==> src/rtl/sd_pkg.sv <==
package sd_pkg;

    localparam int REF_MHZ = 60;
    localparam int TX_N    = 20;
    localparam int RX_N    = 16;

    typedef enum logic [2:0] {
        ERR_NONE    = 3'd0,
        ERR_NO_FALL = 3'd1,
        ERR_NO_RISE = 3'd2,
        ERR_RANGE   = 3'd3,
        ERR_STUCK   = 3'd4
    } sd_err_e;

    typedef enum logic [2:0] {
        ST_IDLE,
        ST_WAIT_HIGH,
        ST_REQ_LOW,
        ST_DRIVE_HIGH,
        ST_WAIT_FALL,
        ST_WAIT_RISE,
        ST_CLASSIFY,
        ST_DONE
    } sd_state_e;

    // Transmit profile thresholds in 60 MHz ticks, ascending
    function automatic int tx_thr(input int i);
        case (i)
            0: return 914;     1: return 1129;    2: return 1335;    3: return 1541;
            4: return 1747;    5: return 1952;    6: return 2157;    7: return 2465;
            8: return 2877;    9: return 3288;   10: return 3800;   11: return 4418;
           12: return 5136;   13: return 6059;   14: return 7189;   15: return 8524;
           16: return 10066;  17: return 11814;  18: return 13867;  default: return 16988;
        endcase
    endfunction

    // Receive profile thresholds in 60 MHz ticks, ascending
    function automatic int rx_thr(input int i);
        case (i)
            0: return 853;     1: return 1101;    2: return 1347;    3: return 1592;
            4: return 1837;    5: return 2202;    6: return 2694;    7: return 3303;
            8: return 4042;    9: return 4897;   10: return 5998;   11: return 7346;
           12: return 9055;   13: return 11257;  14: return 13952;  default: return 17919;
        endcase
    endfunction

endpackage

==> src/rtl/sd_line_sync.sv <==
module sd_line_sync #(
    parameter int STAGES = 2
) (
    input  logic clk,
    input  logic rst,
    input  logic line_in,
    output logic level,
    output logic fell,
    output logic rose
);
    logic [STAGES-1:0] chain;
    logic              prev;

    always_ff @(posedge clk) begin
        if (rst) begin
            chain <= '1;
            prev  <= 1'b1;
        end else begin
            chain <= {chain[STAGES-2:0], line_in};
            prev  <= chain[STAGES-1];
        end
    end

    assign level = chain[STAGES-1];
    assign fell  = prev & ~chain[STAGES-1];
    assign rose  = ~prev & chain[STAGES-1];
endmodule

==> src/rtl/sd_rate_pick.sv <==
module sd_rate_pick #(
    parameter int N     = 20,
    parameter int LW    = 20,
    parameter bit IS_RX = 1'b0,
    localparam int IW   = $clog2(N)
) (
    input  logic [LW-1:0] len,
    output logic [IW-1:0] idx,
    output logic          ok
);
    import sd_pkg::*;

    logic [N-1:0] meets;

    for (genvar g = 0; g < N; g++) begin : g_cmp
        if (IS_RX) begin : g_rx
            assign meets[g] = (32'(len) >= rx_thr(g));
        end else begin : g_tx
            assign meets[g] = (32'(len) >= tx_thr(g));
        end
    end

    // highest met entry wins: equivalent to a downward scan
    logic any;
    always_comb begin
        idx = '0;
        any = 1'b0;
        for (int i = 0; i < N; i++) begin
            if (meets[i]) begin
                idx = IW'(i);
                any = 1'b1;
            end
        end
    end

    assign ok = any && (idx != IW'(N - 1));
endmodule

==> src/rtl/sd_seq.sv <==
module sd_seq #(
    parameter int TW         = 16,
    parameter int REQ_CYCLES = 64,
    parameter int HI_CYCLES  = 1
) (
    input  logic          clk,
    input  logic          rst,
    input  logic          start,
    input  logic          line_lvl,
    input  logic          line_fell,
    input  logic          line_rose,
    input  logic [TW-1:0] hi_timeout,
    input  logic [TW-1:0] resp_timeout,
    input  logic          range_ok,
    output logic          line_oe,
    output logic          line_out,
    output logic [TW-1:0] len_raw,
    output logic          start_stb,
    output logic          cls_stb,
    output logic          done,
    output logic          valid,
    output logic [2:0]    err
);
    import sd_pkg::*;

    sd_state_e     st;
    logic [TW-1:0] tmr;
    logic [TW-1:0] fall_ts;

    assign start_stb = start && ((st == ST_IDLE) || (st == ST_DONE));
    assign cls_stb   = (st == ST_CLASSIFY);

    always_ff @(posedge clk) begin
        if (rst) begin
            st       <= ST_IDLE;
            tmr      <= '0;
            fall_ts  <= '0;
            len_raw  <= '0;
            line_oe  <= 1'b0;
            line_out <= 1'b1;
            done     <= 1'b0;
            valid    <= 1'b0;
            err      <= ERR_NONE;
        end else begin
            case (st)
                ST_IDLE, ST_DONE: begin
                    if (start_stb) begin
                        st      <= ST_WAIT_HIGH;
                        tmr     <= '0;
                        done    <= 1'b0;
                        valid   <= 1'b0;
                        err     <= ERR_NONE;
                        len_raw <= '0;
                        line_oe <= 1'b0;
                    end
                end
                ST_WAIT_HIGH: begin
                    if (line_lvl) begin
                        st       <= ST_REQ_LOW;
                        tmr      <= '0;
                        line_oe  <= 1'b1;
                        line_out <= 1'b0;
                    end else if (tmr >= hi_timeout) begin
                        st   <= ST_DONE;
                        err  <= ERR_STUCK;
                        done <= 1'b1;
                    end else begin
                        tmr <= tmr + 1'b1;
                    end
                end
                ST_REQ_LOW: begin
                    if (tmr == TW'(REQ_CYCLES - 1)) begin
                        st       <= ST_DRIVE_HIGH;
                        tmr      <= '0;
                        line_out <= 1'b1;
                    end else begin
                        tmr <= tmr + 1'b1;
                    end
                end
                ST_DRIVE_HIGH: begin
                    if (tmr == TW'(HI_CYCLES - 1)) begin
                        st      <= ST_WAIT_FALL;
                        tmr     <= '0;
                        line_oe <= 1'b0;
                    end else begin
                        tmr <= tmr + 1'b1;
                    end
                end
                ST_WAIT_FALL: begin
                    if (line_fell) begin
                        st      <= ST_WAIT_RISE;
                        fall_ts <= tmr;
                        tmr     <= tmr + 1'b1;
                    end else if (tmr >= resp_timeout) begin
                        st   <= ST_DONE;
                        err  <= ERR_NO_FALL;
                        done <= 1'b1;
                    end else begin
                        tmr <= tmr + 1'b1;
                    end
                end
                ST_WAIT_RISE: begin
                    if (line_rose) begin
                        st      <= ST_CLASSIFY;
                        len_raw <= tmr - fall_ts;
                    end else if (tmr >= resp_timeout) begin
                        st   <= ST_DONE;
                        err  <= ERR_NO_RISE;
                        done <= 1'b1;
                    end else begin
                        tmr <= tmr + 1'b1;
                    end
                end
                ST_CLASSIFY: begin
                    st    <= ST_DONE;
                    done  <= 1'b1;
                    valid <= range_ok;
                    err   <= range_ok ? ERR_NONE : ERR_RANGE;
                end
                default: st <= ST_IDLE;
            endcase
        end
    end
endmodule

==> src/rtl/sd_detector.sv <==
module sd_detector #(
    parameter int CLK_MHZ     = 6,
    parameter int TW          = 16,
    parameter int REQ_CYCLES  = 64,
    parameter int HI_CYCLES   = 1,
    parameter int SYNC_STAGES = 2,
    localparam int SCALE      = sd_pkg::REF_MHZ / CLK_MHZ,
    localparam int LW         = TW + $clog2(SCALE + 1),
    localparam int TXW        = $clog2(sd_pkg::TX_N),
    localparam int RXW        = $clog2(sd_pkg::RX_N)
) (
    input  logic           clk,
    input  logic           rst,
    input  logic           start,
    input  logic           line_in,
    input  logic [TW-1:0]  hi_timeout,
    input  logic [TW-1:0]  resp_timeout,
    output logic           line_oe,
    output logic           line_out,
    output logic [LW-1:0]  sync_len,
    output logic [TXW-1:0] tx_idx,
    output logic [RXW-1:0] rx_idx,
    output logic [LW-1:0]  wait64,
    output logic [LW-1:0]  wait150,
    output logic           speed_valid,
    output logic           done,
    output logic [2:0]     err
);
    import sd_pkg::*;

    localparam int DIV64  = 3 * SCALE * 128 / 64;
    localparam int DIV150 = 3 * SCALE * 128 / 150;

    logic          lvl, fell, rose;
    logic [TW-1:0] len_raw;
    logic          start_stb, cls_stb;
    logic          tx_ok, rx_ok;
    logic [TXW-1:0] tx_pick;
    logic [RXW-1:0] rx_pick;
    logic [LW-1:0] len_scaled, q64, q150;

    sd_line_sync #(.STAGES(SYNC_STAGES)) u_sync (
        .clk(clk), .rst(rst), .line_in(line_in),
        .level(lvl), .fell(fell), .rose(rose)
    );

    sd_seq #(.TW(TW), .REQ_CYCLES(REQ_CYCLES), .HI_CYCLES(HI_CYCLES)) u_seq (
        .clk(clk), .rst(rst), .start(start),
        .line_lvl(lvl), .line_fell(fell), .line_rose(rose),
        .hi_timeout(hi_timeout), .resp_timeout(resp_timeout),
        .range_ok(tx_ok && rx_ok),
        .line_oe(line_oe), .line_out(line_out), .len_raw(len_raw),
        .start_stb(start_stb), .cls_stb(cls_stb),
        .done(done), .valid(speed_valid), .err(err)
    );

    assign len_scaled = LW'(len_raw) * LW'(SCALE);

    sd_rate_pick #(.N(TX_N), .LW(LW), .IS_RX(1'b0)) u_tx (
        .len(len_scaled), .idx(tx_pick), .ok(tx_ok)
    );
    sd_rate_pick #(.N(RX_N), .LW(LW), .IS_RX(1'b1)) u_rx (
        .len(len_scaled), .idx(rx_pick), .ok(rx_ok)
    );

    assign q64  = len_scaled / LW'(DIV64);
    assign q150 = len_scaled / LW'(DIV150);

    always_ff @(posedge clk) begin
        if (rst || start_stb) begin
            sync_len <= '0;
            tx_idx   <= '0;
            rx_idx   <= '0;
            wait64   <= '0;
            wait150  <= '0;
        end else if (cls_stb) begin
            sync_len <= len_scaled;
            if (tx_ok && rx_ok) begin
                tx_idx  <= tx_pick;
                rx_idx  <= rx_pick;
                wait64  <= (q64  > LW'(6)) ? q64  - LW'(6) : '0;
                wait150 <= (q150 > LW'(7)) ? q150 - LW'(7) : '0;
            end
        end
    end
endmodule

==> config.mk <==
export PLATFORM = sky130hd
export DESIGN_NAME = sd_detector
export DESIGN_NICKNAME = d
export VERILOG_FILES = /design/src/rtl/sd_pkg.sv /design/src/rtl/sd_line_sync.sv /design/src/rtl/sd_rate_pick.sv /design/src/rtl/sd_seq.sv /design/src/rtl/sd_detector.sv
export SDC_FILE = /design/constraint.sdc
export NUM_CORES = 1
export LEC_CHECK = 0
export BUFFER_PORTS_ARGS = -buffer_cell sky130_fd_sc_hd__buf_2
export CAP_MARGIN = 20
export CORE_MARGIN = 3
export CORE_UTILIZATION = 60
export CTS_BUF_LIST = sky130_fd_sc_hd__clkbuf_16
export DETAILED_ROUTE_END_ITERATION = 8
export PLACE_DENSITY = 0.8
export REMOVE_ABC_BUFFERS = 1
export SLEW_MARGIN = 15
export SYNTH_ARGS = -nofsm -noshare
export SYNTH_HDL_FRONTEND = slang
export SYNTH_SLANG_ARGS = --single-unit
==> constraint.sdc <==
create_clock -name clk -period 31.3 [get_ports clk]
set_clock_uncertainty 0.05 [all_clocks]
set_input_delay 6.26 -clock clk [delete_from_list [all_inputs] [get_ports clk]]
set_output_delay 6.26 -clock clk [all_outputs]
set_load 0.03 [all_outputs]
### After elaboration in Yosys (flattened, before gate mapping)

Cells that the tools add are included.

* memories kept: 0
* bits in writable memories: 0
* bits in read-only memories: 0
* input bits: 36
* output and inout port bits: 76
* bits in latches: 0
* register bits after elaboration: 129
* logic and storage cells: 230

* bitwise logic cells: 4
* add/subtract/negate cells: 4
* div/mod/pow operators: 2
* $lt $le $gt $ge: 40
* multipliers: 1
* mux-type cells: 115
* shifts and indexed selects: 0
* equal/unequal tests: 23
* reduce and logical (&&, ||, !) cells: 25

Operators with widths (number)
* greater-or-equal comparator 20 x 11 -> 1 bit (second input constant): 9
* greater-or-equal comparator 20 x 12 -> 1 bit (second input constant): 9
* two-way mux 16 bit: 9
* greater-or-equal comparator 20 x 13 -> 1 bit (second input constant): 7
* greater-or-equal comparator 20 x 14 -> 1 bit (second input constant): 7
* case mux 16 bit (6 select lines): 1
* two-way mux 3 bit: 23
* two-way mux 4 bit: 16
* two-way mux 1 bit: 48
* greater-or-equal comparator 20 x 10 -> 1 bit (second input constant): 2
* greater-or-equal comparator 20 x 15 -> 1 bit (second input constant): 2
* greater-than comparator 20 x 3 -> 1 bit (second input constant): 2
* two-way mux 20 bit: 2
* subtractor 20 x 3 -> 20 bit (second input constant): 2
* greater-or-equal comparator 16 bit: 2
* case mux 16 bit (2 select lines): 1
* case mux 3 bit (7 select lines): 1
* divider 20 x 5 -> 20 bit (second input constant): 1
* divider 20 x 6 -> 20 bit (second input constant): 1
* two-way mux 5 bit: 4
* multiplier 16 x 3 -> 19 bit (second input constant): 1
* adder 16 x 1 -> 16 bit (second input constant): 1
* == test 16 x 6 -> 1 bit (second input constant): 1
* logical NOT 16 bit: 1
* other kinds (30): 61

### Depth between registers and ports, before layout

Gate-level depths: netlist (run 1).

* word-level depth: 26
* gate-level depth with buffers: 57
* mapped depth without buffers: 51

### By module

From an unflattened synthesis (run 1), not the netlist that was laid out.

* cells, all modules: 2029
* area, all modules: 15009.4 um^2

By module, submodules not included
* sd_detector: sequential area each 1361.3 um^2, area an instance 9059.9 um^2, cells an instance 1224, times used 1
* sd_seq: sequential area each 1161.1 um^2, area an instance 4292.9 um^2, cells an instance 552, times used 1
* sd_rate_pick at u_tx: sequential area each 0.0 um^2, area an instance 848.3 um^2, cells an instance 135, times used 1
* sd_rate_pick at u_rx: sequential area each 0.0 um^2, area an instance 715.7 um^2, cells an instance 110, times used 1
* sd_line_sync: sequential area each 60.1 um^2, area an instance 92.6 um^2, cells an instance 8, times used 1

### Worst setup path after synthesis (run 1)

Ideal clock, no wire load.

* path type: register -> register
* start: reg u_seq.len_raw[1]
* end: reg wait150[6]
* arrival time: 12.596 ns
* setup time: 0.070 ns
* cell stages (with the launch flop): 51
* path slack: 18.583 ns
* path buffers: 2
* clock period less this slack: 12.717 ns
* data required time: 31.180 ns
* cell sequence: dfxtp_1 > ha_1 > ha_1 > fa_1 > a21o_1 > a221o_1 > and2_1 > or3_4 > a211oi_4 > a211o_1 > a311oi_1 > or2_1 > a221oi_4 > nor2_2 > o31a_1 > a31o_1 > buf_6 > a221oi_4 > (+15 left out) > o2111ai_1 > a21o_1 > a222oi_1 > nor2_2 > o21ai_1 > inv_1 > ha_1 > or3_1 > or3b_1 > a221o_1 > a2111oi_4 > inv_1 > ha_1 > nor2b_1 > nor3_1 > xor2_1 > nand2_1 > a21oi_1

* word-level cells in the longest chain between the ends: 25
* elaborated cells between the ends (all ways): 117
* those cells by class: 1 x add/sub; 1 x mul; 1 x div; 37 x order compare; 2 x eq/ne; 71 x mux; 4 x reduce/logical

RTL lines
* start, declared: line sd_seq.sv:17 `output logic [TW-1:0] len_raw,`
* start signal, assigned: line sd_seq.sv:105 `len_raw <= tmr - fall_ts;`
* multiplier 16 x 3 -> 19 bit (*): line sd_detector.sv:57 `assign len_scaled = LW'(len_raw) * LW'(SCALE);`
* parallel branches: the longest is 24 deep, another holds divider 20 x 5 -> 20 bit
* end signal, assigned: line sd_detector.sv:82 `wait150 <= (q150 > LW'(7)) ? q150 - LW'(7) : '0;`
* end, declared: line sd_detector.sv:24 `output logic [LW-1:0] wait150,`

Every way passes the cells marked *.
A chain may end at the register's enable or synchronous reset.

### Worst setup path in the final report (run 1)

* start: reg u_seq.len_raw[1]
* end: reg wait150[8]

The elaborated chain is that of the path after synthesis.

==> run_results.csv, run 1 <==
group,metric,value,unit
outcome,outcome,"finished clean",
logic_synthesis,synthTopCellsByArea,"dfxtp_1, ha_1, a21oi_1",
sta,min_period,15020,ps
min_path,worstHoldEndpoint,"u_sync.chain[1]",
logic_synthesis,synth_warnings,0,
detailed_routing,dr_wl_met2,18.9,mm
clocking,cts_buffers,17,
placement,dp_slack,16560,ps
die,floorplan.io_pins,112,
sta,slew_headroom,0.255,
power,irDropWorstVdd,0.0492,mV
detailed_routing,vias,14300,
logic_synthesis,synth.avg_cell_area,7.25,um^2
critical_path,crit_family,"compound AO/OA/AOI/OAI gates",
sta,fin_ws,16280,ps
sta,maxSlewViolCount,0,
sta,fin_crit_sh,0.480,
die,fp.dieH,154,um
detailed_routing,drc_errors,0,
clocking,clockBufferDepth,2,
placement,dp_cells,2118,
sta,max_freq,66.6,MHz
sta,setup_viol_count_final,0,
logic_synthesis,synth_top_area_share,0.197,
clocking,cts_resized,0,
logic_synthesis,synth_top_area_cell,"dfxtp_1",
clocking,cts.sinks,129,
sta,worstMarginPinSlew,1110,ps
detailed_routing,routed_wl,39.1,mm
critical_path,cpMaxStageDelayCell,"a211oi_4",
layout,fin_cells,2150,
critical_path,crit_buf_inv,2,
die,start_util,0.617,
detailed_routing,routed_via_density,6.63,
logic_synthesis,netlist_instances,1804,
detailed_routing,first_pass_iters,6,
power,p_per_area,31.3,mW/mm^2
logic_synthesis,yosysSeqAreaShare,0.197,
layout,fin_util,0.678,
placement,dp_hpwl,28.4,mm
logic_synthesis,synth_edf_count,0,
global_route,grt_overflow,0,
detailed_routing,wl_met1,15.8,mm
global_route,first_global_vias,13300,
layout,fill_cells,1789,
critical_path,worstPathRequired,31540,ps
critical_path,worst_r2r_path_depth,50,
sta,rsz0062_at_grt,"false",
sta,hold_viol_final,0,
detailed_routing,final_antenna_net_count,0,
critical_path,cp.arrival,15260,ps
critical_path,crit_fanout,19,
critical_path,worst_path_largest_cell_delay,760,ps
clocking,htreeDepth,4,
sta,tns,0,ps
layout,design_area,0.0144,mm^2
die,fp.coreArea,0.0212,mm^2
layout,drive_gt1_frac,0.136,
critical_path,cp_common_cell,"ha_1",
clocking,cts_tree,"built",
global_route,grt_usage,0.319,
logic_synthesis,ys_seq_elements,129,
critical_path,crit_path_end_kind,"flop",
layout,final_common_cell,"nand2_1",
critical_path,startpoint_type,"flop",
detailed_routing,drtIter0Drc,1350,
detailed_routing,dr_wl_met3,3.06,mm
logic_synthesis,yosys_most_used_dff,"dfxtp_1",
logic_synthesis,ys_types,116,
layout,diodes,0,
layout,final_cell_mix,"nand2_1, a21oi_1, nor2_1, dfxtp_1, buf_2",
global_route,grt_pass1_wl,64.3,mm
critical_path,worstSetupPathType,"reg2reg",
die,core.rowCount,53,
power,leakage,6.10,nW
min_path,hold_depth,1,
critical_path,r2r_slack,16280,ps
logic_synthesis,ys_async_sr_fraction,0,
global_route,grt_antenna_before_repair,0,
detailed_routing,top_layer,"met4",
detailed_routing,routedWlPerCell,18.2,um
die,die_w,154,um
flow_run,cap_violations,0,
die,die-area,0.0236,mm^2
clocking,holdBufCountCts,0,
layout,area_growth,10.0,%
clocking,cts-root-buf,"clkbuf_16",
clocking,clk_latency,430,ps
placement,place_congestion,0.989,
logic_synthesis,synthesis.area,0.0131,mm^2
placement,dpl-instance-area,0.0138,mm^2
critical_path,crit-reg2reg-launch,"u_seq.len_raw[1]",
clocking,clkTransAtPathRegs,70,ps
clocking,post_cts_buffers,0,
min_path,hp-class,"reg2reg",
global_route,grt_max_degree,63,
min_path,min_from,"u_sync.chain[0]",
layout,fin_nets,1981,
placement,io_buffers,110,
critical_path,r2r-end,"wait150[8]",
-- state kept, by name, indices dropped and copies added (netlist names), 4 cells and up --
name / flops
wait150: 20
wait64: 20
sync_len: 19
u_seq.fall_ts: 16
u_seq.len_raw: 16
u_seq.tmr: 16
tx_idx: 5
rx_idx: 4
-- report_power, final --
group	internal (W)	switching, W	total, W
registers	0.000167	0.00000761	0.000175
logic	0.0000222	0.0000477	0.0000699
clock network	0.000115	0.0000907	0.000206
-- routing by layer --
layer  vias to the layer above  global-route usage
li1                       6815                   -
met1                      6616               0.397
met2                       699               0.548
met3                       126              0.0529
met4                         0               0.132
met5                         -                   0
-- worst max-delay path by stage --
stage / start / to / slack (ps) / cells past startpoint
after floorplan: u_seq.len_raw[1] / wait150[8] / 18220 / 49
after global placement: u_seq.len_raw[1] / wait150[8] / 16790 / 50
after detailed placement: u_seq.len_raw[1] / wait150[8] / 16560 / 50
after CTS: u_seq.len_raw[1] / wait150[8] / 16520 / 50
after global routing: u_seq.len_raw[1] / wait150[8] / 15150 / 49
final: u_seq.len_raw[1] / wait150[8] / 16280 / 50
-- final cells by class --
class	instances	area, um^2	share of cell area
repair buffers	135	736	0.0511
inverters	77	289	0.0201
flip-flops and latches	129	2580	0.179
well taps	275	344	0.0239
clock buffers	17	425	0.0295
clock inverters	15	190	0.0132
multi-input cells	1502	9830	0.683
-- cells by family after synthesis --
| group | share of synthesized area |
|---|---|
| AO/OA/AOI/OAI | 0.343 |
| XOR/XNOR | 0.0430 |
| adder cells (fa/ha/maj) | 0.0852 |
| buffers and inverters | 0.0532 |
| flip-flops | 0.197 |
| multiplexers | 0.0295 |
| other | 0.000287 |
| AND/OR/NAND/NOR | 0.249 |
-- worst reg2reg max path: cells and delay by family (launching register included) --
| family | cells | cell delay [ps] |
|---|---|---|
| multiplexers | 2 | 1070 |
| AO/OA/AOI/OAI | 27 | 8550 |
| flip-flops | 1 | 640 |
| adder cells (fa/ha/maj) | 5 | 1440 |
| buffers and inverters | 2 | 190 |
| XOR/XNOR | 1 | 170 |
| AND/OR/NAND/NOR | 13 | 2810 |
-- stage by stage --
step / hold WS [ps] / total power [W]
after floorplan: 339 / 0.000224
after global placement: 343 / 0.000246
after detailed placement: 345 / 0.000247
after CTS: 362 / 0.000452
after global routing: 392 / 0.000469
final: 361 / 0.000451
-- cells in the mapped netlist (20+ instances only) --
master and n:
a21o_1 36, nand2_1 227, nand2b_1 20, xnor2_1 35, xor2_1 20, nor3_1 61
dfxtp_1 129, nand3_1 48, inv_1 74, and3_1 43, and2_1 21, a21oi_1 187
clkbuf_1 78, nor2_1 158, ha_1 81, mux2i_1 24, a22oi_1 25, o21ai_0 92
No activity file was read; power rests on OpenSTA's default activity.
==> run 2: changes to the inputs <==
--- a/config.mk
+++ b/config.mk
@@ -8,10 +8,10 @@
 export BUFFER_PORTS_ARGS = -buffer_cell sky130_fd_sc_hd__buf_2
 export CAP_MARGIN = 20
 export CORE_MARGIN = 3
-export CORE_UTILIZATION = 60
+export CORE_UTILIZATION = 56
 export CTS_BUF_LIST = sky130_fd_sc_hd__clkbuf_16
 export DETAILED_ROUTE_END_ITERATION = 8
-export PLACE_DENSITY = 0.8
+export PLACE_DENSITY = 0.79
 export REMOVE_ABC_BUFFERS = 1
 export SLEW_MARGIN = 15
 export SYNTH_ARGS = -nofsm -noshare
==> constraint.sdc (replaced) <==
create_clock -name clk -period 12.8 [get_ports clk]
set_clock_uncertainty 0.05 [all_clocks]
set_input_delay 2.56 -clock clk [delete_from_list [all_inputs] [get_ports clk]]
set_output_delay 2.56 -clock clk [all_outputs]
set_load 0.03 [all_outputs]
==> run 2 against run 1 <==
Compared with the run above:
- via count up 6.7%
- design area up 13%
- non-clock buffer count up 145
- maximum frequency up 18%
==> run_results.csv, run 2 (synthesized netlist as in run 1, its figures left out) <==
group,metric,value,unit
layout,area_growth,24.9,%
detailed_routing,dr_wl_met3,3.61,mm
critical_path,worstPathRequired,13120,ps
layout,top_regs,"wait150 x20, wait64 x20, sync_len x19",
clocking,holdBufCountCts,0,
critical_path,r2r-end,"wait150[6]",
power,combPwrFrac,0.157,
global_route,grt_usage,0.316,
power,leakage,6.90,nW
detailed_routing,drc_errors,0,
placement,dpl-instance-area,0.0147,mm^2
global_route,grt_overflow,0,
min_path,hp-class,"reg2reg",
die,fp.dieH,159,um
detailed_routing,first_pass_iters,7,
detailed_routing,drtIter0Drc,1571,
critical_path,cp_common_cell,"buf_4",
global_route,first_global_vias,14100,
layout,seq_area,0.00259,mm^2
min_path,hold_depth,1,
detailed_routing,routedWlPerCell,18.8,um
sta,setup_viol_count_final,0,
sta,maxSlewViolCount,0,
die,floorplan.io_pins,112,
critical_path,crit_path_end_kind,"flop",
layout,drive_gt1_frac,0.247,
placement,place_congestion,0.987,
clocking,clkTransAtPathRegs,70,ps
layout,multi_input_area,0.0106,mm^2
critical_path,worst_r2r_path_depth,54,
layout,final_cell_mix,"nand2_1, a21oi_1, buf_4, nor2_1, dfxtp_1",
clocking,cts-root-buf,"clkbuf_16",
critical_path,cpMaxStageDelayCell,"a222oi_1",
global_route,grt_antenna_before_repair,0,
sta,fin_crit_sh,0.993,
sta,rsz0062_at_grt,"true",
critical_path,worst_path_largest_cell_delay,500,ps
layout,design_area,0.0163,mm^2
power,intPower,0.000747,W
detailed_routing,vias,15200,
layout,fin_util,0.717,
sta,holdWs,362,ps
sta,worstMarginPinSlew,923,ps
clocking,htreeDepth,4,
detailed_routing,top_layer,"met4",
layout,fill_cells,1759,
sta,min_period,12710,ps
power,irDropWorstVdd,0.116,mV
global_route,grt_max_degree,63,
layout,diodes,0,
power,p_sw_frac,0.331,
die,die-area,0.0252,mm^2
power,p_clk_frac,0.459,
min_path,min_from,"u_sync.chain[0]",
clocking,clk_latency,440,ps
critical_path,startpoint_type,"flop",
detailed_routing,routed_wl,43.9,mm
detailed_routing,dr_wl_met2,21.2,mm
outcome,outcome,"finished clean",
detailed_routing,final_antenna_net_count,0,
sta,hold_viol_final,0,
global_route,grt_pass1_wl,68.5,mm
layout,fin_nets,2127,
critical_path,crit_fanout,12,
critical_path,r2r_slack,90,ps
placement,dp_hpwl,30.1,mm
die,start_util,0.574,
placement,io_buffers,110,
sta,slew_headroom,0.383,
power,p_per_area,68.4,mW/mm^2
clocking,clockBufferDepth,2,
power,p_sw,0.000369,W
min_path,worstHoldEndpoint,"u_sync.chain[1]",
die,die_w,159,um
flow_run,cap_violations,0,
die,core.rowCount,55,
detailed_routing,routed_via_density,6.52,
critical_path,crit-reg2reg-launch,"u_seq.len_raw[4]",
clocking,cts_tree,"built",
die,fp.coreArea,0.0228,mm^2
critical_path,cp.arrival,13030,ps
clocking,cts.sinks,129,
critical_path,worstSetupPathType,"reg2reg",
power,p_seq_frac,0.383,
clocking,cts_buffers,17,
sta,max_freq,78.7,MHz
layout,final_common_cell,"nand2_1",
detailed_routing,wl_met1,17.5,mm
run 2: repair_timing:
| item | in CTS | in global routing |
|---|---|---|
| pin swaps | 3 | 69 |
| cloned | 0 | 1 |
| gates resized for setup | 6 | 138 |
| setup endpoints to repair | 2 | 10 |
| setup buffers | 2 | 34 |
run 2: worst max path at each step:
stage / slack, ps / depth (start not counted) / from / to
global placement: 210 / 51 / u_seq.len_raw[2] / wait150[6]
finish: 90 / 54 / u_seq.len_raw[4] / wait150[6]
detailed placement: -20 / 51 / u_seq.len_raw[3] / wait150[6]
floorplan: -280 / 49 / u_seq.len_raw[1] / wait150[8]
global route: -440 / 54 / u_seq.len_raw[4] / wait150[6]
CTS: 10 / 51 / u_seq.len_raw[2] / wait150[6]
run 2: final cells by class:
class,instances,area share
clock inverters,15,0.0112
multi-input cells,1503,0.648
clock buffers,17,0.0260
flip-flops and latches,129,0.159
inverters,77,0.0177
well taps,313,0.0240
repair buffers,280,0.115
run 2: power groups by stage:
stage / Combinational (W) / Sequential [W] / Clock [W]
floorplan: 0.000110 / 0.000439 / 0
global placement: 0.000167 / 0.000436 / 0
finish: 0.000176 / 0.000428 / 0.000513
detailed placement: 0.000170 / 0.000437 / 0
CTS: 0.000171 / 0.000427 / 0.000516
global route: 0.000197 / 0.000430 / 0.000534
run 2: layer usage:
layer,GRT usage,up-vias
met5,0,-
met4,0.144,0
met3,0.0556,162
met2,0.540,847
met1,0.387,7079
li1,-,7119
run 2: stage by stage:
stage,setup slack (ps),total power (W),std cells,TNS [ps]
after global placement,212,0.000603,2264,0
after detailed placement,-23.8,0.000607,2264,-24.8
after global routing,-439,0.00116,2334,-2410
after CTS,10.5,0.00111,2298,0
final,91.5,0.00112,2334,0
after floorplan,-280,0.000549,1708,-748
run 2: worst max-delay path: cells and delay by family (launching register included):
| family | cells | cell delay, ps |
|---|---|---|
| flops | 1 | 350 |
| compound gates | 23 | 5840 |
| buf+inv | 8 | 1220 |
| xor+xnor | 2 | 410 |
| fa+ha+maj | 5 | 1230 |
| simple gates | 14 | 2860 |
| mux | 2 | 620 |
